--- src/rtl/pinmux_pkg.sv ---
package pinmux_pkg;

  // Number of NPIN-wide output groups that leave the router
  localparam int OUT_GROUPS = 5;

  typedef enum logic [1:0] {
    OWN_GPIO = 2'd0,
    OWN_A    = 2'd1,
    OWN_B    = 2'd2
  } owner_e;

endpackage

--- src/rtl/pinmux_owner_dec.sv ---
module pinmux_owner_dec #(
  parameter int NPIN = 32
) (
  input  logic [NPIN-1:0] gpio_mode,
  input  logic [NPIN-1:0] sel_b,
  output logic [NPIN-1:0] own_g,
  output logic [NPIN-1:0] own_a,
  output logic [NPIN-1:0] own_b
);
  import pinmux_pkg::*;

  for (genvar i = 0; i < NPIN; i++) begin : g_pin
    owner_e owner;
    always_comb begin
      if (gpio_mode[i])  owner = OWN_GPIO;
      else if (sel_b[i]) owner = OWN_B;
      else               owner = OWN_A;
    end
    assign own_g[i] = (owner == OWN_GPIO);
    assign own_a[i] = (owner == OWN_A);
    assign own_b[i] = (owner == OWN_B);
  end

endmodule

--- src/rtl/pinmux_out_sel.sv ---
module pinmux_out_sel #(
  parameter int NPIN = 32
) (
  input  logic [NPIN-1:0] own_g,
  input  logic [NPIN-1:0] own_a,
  input  logic [NPIN-1:0] own_b,
  input  logic [NPIN-1:0] gpio_out,
  input  logic [NPIN-1:0] gpio_oe,
  input  logic [NPIN-1:0] pa_out,
  input  logic [NPIN-1:0] pa_oe,
  input  logic [NPIN-1:0] pb_out,
  input  logic [NPIN-1:0] pb_oe,
  output logic [NPIN-1:0] pad_out,
  output logic [NPIN-1:0] pad_oe
);
  // AND-OR mux: owner vectors are one-hot per pin, so unchosen sources vanish
  always_comb begin
    pad_out = (own_g & gpio_out) | (own_a & pa_out) | (own_b & pb_out);
    pad_oe  = (own_g & gpio_oe)  | (own_a & pa_oe)  | (own_b & pb_oe);
  end

endmodule

--- src/rtl/pinmux_in_steer.sv ---
module pinmux_in_steer #(
  parameter int NPIN = 32
) (
  input  logic [NPIN-1:0] own_g,
  input  logic [NPIN-1:0] own_a,
  input  logic [NPIN-1:0] own_b,
  input  logic [NPIN-1:0] pad_oe,
  input  logic [NPIN-1:0] pad_in,
  output logic [NPIN-1:0] gpio_in,
  output logic [NPIN-1:0] pa_in,
  output logic [NPIN-1:0] pb_in
);
  logic [NPIN-1:0] heard;

  // A driven pad does not echo its level back to any listener
  always_comb begin
    heard   = pad_in & ~pad_oe;
    gpio_in = heard & own_g;
    pa_in   = heard & own_a;
    pb_in   = heard & own_b;
  end

endmodule

--- src/rtl/pinmux_stage.sv ---
module pinmux_stage #(
  parameter int W = 8
) (
  input  logic         clk,
  input  logic         rst,
  input  logic [W-1:0] d,
  output logic [W-1:0] q
);
  logic primed;

  always_ff @(posedge clk) begin
    if (rst) begin
      q      <= '0;
      primed <= 1'b0;
    end else begin
      q      <= d;
      primed <= 1'b1;
    end
  end

  // registered copy trails its input by exactly one edge
  p_one_cycle_r8: assert property (@(posedge clk) disable iff (rst)
    primed |-> (q == $past(d)));

endmodule

--- src/rtl/pin_mux.sv ---
module pin_mux #(
  parameter int NPIN    = 32,
  parameter bit REG_OUT = 1'b0
) (
  input  logic            clk,
  input  logic            rst,
  input  logic [NPIN-1:0] gpio_mode,
  input  logic [NPIN-1:0] sel_b,
  input  logic [NPIN-1:0] pad_in,
  input  logic [NPIN-1:0] gpio_out,
  input  logic [NPIN-1:0] gpio_oe,
  input  logic [NPIN-1:0] pa_out,
  input  logic [NPIN-1:0] pa_oe,
  input  logic [NPIN-1:0] pb_out,
  input  logic [NPIN-1:0] pb_oe,
  output logic [NPIN-1:0] pad_out,
  output logic [NPIN-1:0] pad_oe,
  output logic [NPIN-1:0] gpio_in,
  output logic [NPIN-1:0] pa_in,
  output logic [NPIN-1:0] pb_in
);
  import pinmux_pkg::*;

  localparam int BUS_W = OUT_GROUPS * NPIN;

  logic [NPIN-1:0] own_g, own_a, own_b;
  logic [NPIN-1:0] pad_out_c, pad_oe_c, gpio_in_c, pa_in_c, pb_in_c;
  logic [BUS_W-1:0] bus_c, bus_o;

  pinmux_owner_dec #(.NPIN(NPIN)) u_dec (
    .gpio_mode (gpio_mode),
    .sel_b     (sel_b),
    .own_g     (own_g),
    .own_a     (own_a),
    .own_b     (own_b)
  );

  pinmux_out_sel #(.NPIN(NPIN)) u_out (
    .own_g    (own_g),
    .own_a    (own_a),
    .own_b    (own_b),
    .gpio_out (gpio_out),
    .gpio_oe  (gpio_oe),
    .pa_out   (pa_out),
    .pa_oe    (pa_oe),
    .pb_out   (pb_out),
    .pb_oe    (pb_oe),
    .pad_out  (pad_out_c),
    .pad_oe   (pad_oe_c)
  );

  pinmux_in_steer #(.NPIN(NPIN)) u_in (
    .own_g   (own_g),
    .own_a   (own_a),
    .own_b   (own_b),
    .pad_oe  (pad_oe_c),
    .pad_in  (pad_in),
    .gpio_in (gpio_in_c),
    .pa_in   (pa_in_c),
    .pb_in   (pb_in_c)
  );

  assign bus_c = {pad_out_c, pad_oe_c, gpio_in_c, pa_in_c, pb_in_c};

  if (REG_OUT) begin : g_reg
    pinmux_stage #(.W(BUS_W)) u_stage (
      .clk (clk),
      .rst (rst),
      .d   (bus_c),
      .q   (bus_o)
    );
  end else begin : g_comb
    assign bus_o = bus_c;
  end

  assign {pad_out, pad_oe, gpio_in, pa_in, pb_in} = bus_o;

  // exactly one owner per pin
  for (genvar i = 0; i < NPIN; i++) begin : g_chk
    p_one_owner_r1: assert property (@(posedge clk) disable iff (rst)
      $onehot({own_g[i], own_a[i], own_b[i]}));
  end

  // GPIO pins never leak the pad to a peripheral
  p_gpio_isolates_r4: assert property (@(posedge clk) disable iff (rst)
    ((pa_in_c | pb_in_c) & gpio_mode) == '0);

  // a driven pad feeds no listener
  p_driven_silent_r5: assert property (@(posedge clk) disable iff (rst)
    ((pa_in_c | pb_in_c | gpio_in_c) & pad_oe_c) == '0);

  // the peripheral not chosen hears nothing
  p_unchosen_zero_r6: assert property (@(posedge clk) disable iff (rst)
    ((pa_in_c & sel_b) | (pb_in_c & ~sel_b)) == '0);

  // GPIO listener only in GPIO mode
  p_gpio_in_mode_r7: assert property (@(posedge clk) disable iff (rst)
    (gpio_in_c & ~gpio_mode) == '0);

endmodule

--- config.mk ---
export PLATFORM = sky130hd
export DESIGN_NAME = pin_mux
export DESIGN_NICKNAME = d
export VERILOG_FILES = /design/src/rtl/pinmux_pkg.sv /design/src/rtl/pinmux_owner_dec.sv /design/src/rtl/pinmux_out_sel.sv /design/src/rtl/pinmux_in_steer.sv /design/src/rtl/pinmux_stage.sv /design/src/rtl/pin_mux.sv
export SDC_FILE = /design/constraint.sdc
export NUM_CORES = 1
export LEC_CHECK = 0
export ABC_AREA = 0
export BUFFER_PORTS_ARGS = -buffer_cell sky130_fd_sc_hd__buf_4
export CAP_MARGIN = 30
export CORE_AREA = 2 2 177 179
export DETAILED_ROUTE_END_ITERATION = 6
export DIE_AREA = 0 0 179 181
export SLEW_MARGIN = 40
export SYNTH_ARGS = -nofsm -noshare
export SYNTH_HDL_FRONTEND = slang
export SYNTH_HIERARCHICAL = 1
export SYNTH_SLANG_ARGS = --single-unit
export TNS_END_PERCENT = 5
--- constraint.sdc ---
create_clock -name vclk -period 1.2
set_input_delay 0.06 -clock vclk [all_inputs]
set_output_delay 0.06 -clock vclk [all_outputs]
set_load 0.02 [all_outputs]
==> results.md <==
* Routed Antenna Nets at 0
* Register area share after synthesis at 0%
* CP Cell Sequence: buf_4 -> nor2b_1 -> a222oi_1 -> inv_1 -> and3b_1 -> buf_4
* Critical Path Max Stage Delay at between 0.2 and 0.3 ns
* GRT Resource Usage Total at 7.59%
* Fin Hold WS at 0.421 ns
* RSZ-0062 raised after global routing: true
* Largest net degree at the start of global routing at 6
* Slowest stage cell, crit path: and3b_1
* Leakage at 3.75 nW
* Initial antenna violation count at 0
* Top cells by count, synth: 96 x and3b_1, 64 x a222oi_1, 64 x inv_1
* Max Cap Viol at 0
* Fmax at 0.855 GHz
* Hold Fails Final Rpt at 0
* WS Path Type: primary input to primary output
* Mapped Nets at between 600 and 700
* FP Rows at 64
* Die ar. at 32400 um^2
* Share of Yosys cell area claimed by the top area cell type at 38.9%
* Netlist Area Pre-Place at 2160 um^2
* Synth Area per Inst at just under 7 um^2
* Hold buffer count at cts at 0
* Post-route design area at around 6300 um^2
* # DRC at 0
* Final nets at ~1100
* Inst Count DP at 1159
* PD cells at 403 nW/um^2
* Final WS setup at 0.0308 ns
* Met2 wire length at between 8000 and 9000 um
* Seq_cells at 0
* Routed WL at 15000 um
* Worst EP required at 1.14 ns
* Drt first pass iters at 7
* Min-Delay Path Depth at 4
* Post-detail-place hpwl at approximately 13000 um
* Final Max Tran Viols at 0
* Final instance count without filler cells at 1166
* Wirelength per Cell at 12.8 um
* Synth area leaders: and3b_1 39%, a222oi_1 30%, inv_1 11%
* Place WS at -0.0232 ns
* Worst Hold Class: primary input to primary output
* Placed cell areas at between 6000 and 7000 um^2
* Hold EP: pad_out[5]
* GR Overflow Total at 0
* # setup viols final at 0
* Chip width at 179 um
* I/O pin count at 450
* Stages on the worst setup path at 6
* First-pass GRT wire length at 20300 um
* Critical Path End Type: primary output
* Ant diodes at 0
* Max rail drop VDD at 0.158 mV
* Buf+Inv Stages, Crit Path at 3
* Initial DRC Count at roughly 280
* Post-synth cell types at 6
* Crit path top cell by count: buf_4
* Post-synthesis cell count at 320
* Hold path start: pb_out[5]
* Ratio of cells with drive above 1 in the final layout at 64.8%
* Setup TNS Final at 0 ns
* Metal3 WL at 1630 um
* Time the worst path needs with I/O delays and setup at roughly 1.2 ns
* Most common cell in the netlist: and3b_1
* Startpoint Class: primary input
* Register area at 0 um^2
* Routed vias at 4443
* Rel. slew slack at 73.5%
* Fin crit share at 97.4%
* Post-layout util at 20.7%
* Cell family with most CP delay: simple AND/OR/NAND/NOR gates
* Core box area at 30300 um^2
* Vias in the first global route at 4301
* Status: finished clean
* Largest area contributor in the netlist: and3b_1
* YS warnings at 6
* Design Power at 2.54 mW
* Max FO, Critical Path at 4
* Number of clock buffers in the layout at 0
* Die H at 181 um
* Via density per instance at 3.81
* Top Layer Used: met4
* Starting Density at 7.12%
* Routed length on met1 at 4780 um
* CP Data Arrival Time at ~1.1 ns
* Final Wtd Congestion at 0.914
* P&R area growth vs syn at 191%
* Slew @ Worst Pin at about 0.40 ns
* I/O Buffers at 448
## power breakdown
part	internal [mW]	switching [mW]	leakage [nW]	total, mW
clock network	0	0	0	0
logic	1.41	1.12	3.75	2.54
registers	0	0	0	0
## timing repair
action                                  in CTS  in global routing
setup buffers                                0                  7
gates resized for setup                      2                 42
endpoints found under the setup margin       5                 49
pin swaps                                    1                 21
## tightest hold or removal path: cells and delay by family
family,cells,cell delay [ns]
AOI/OAI and AO/OA,1,0.05
buffers and inverters,3,0.25
## cell type report
cell class | count | area [um^2]
multi-input combinational | 224 | 1850
inverter | 64 | 243
fill | 3385 | 24100
timing repair buffer | 482 | 3700
tap | 396 | 495
## cell families after synthesis
| family | synth area share [%] |
|---|---|
| simple gates | 53.7 |
| buf+inv | 16.7 |
| compound gates | 29.6 |
## cell usage in the layout (no fill, tap or decap), drive strengths merged
master	instances
inv	64
and3b	96
buf	482
nor2	32
nor2b	32
a222oi	64
## how the worst max path moves through the flow
stage / start / to / slack (ns)
floorplan: sel_b[30] / gpio_in[30] / 0.13
global placement: sel_b[21] / pb_in[21] / 0.001
detailed placement: sel_b[3] / gpio_in[3] / -0.02
CTS: sel_b[3] / gpio_in[3] / 0.007
global route: sel_b[22] / pa_in[22] / -0.02
finish: sel_b[13] / gpio_in[13] / 0.03
## per-layer routing
metal | track usage, % | vias to the layer above
met4 | 2.11 | 0
met2 | 15.9 | 284
met5 | 0 | -
met1 | 7.12 | 2009
li1 | - | 2124
met3 | 1.64 | 26
No activity file was read; power rests on OpenSTA's default activity.
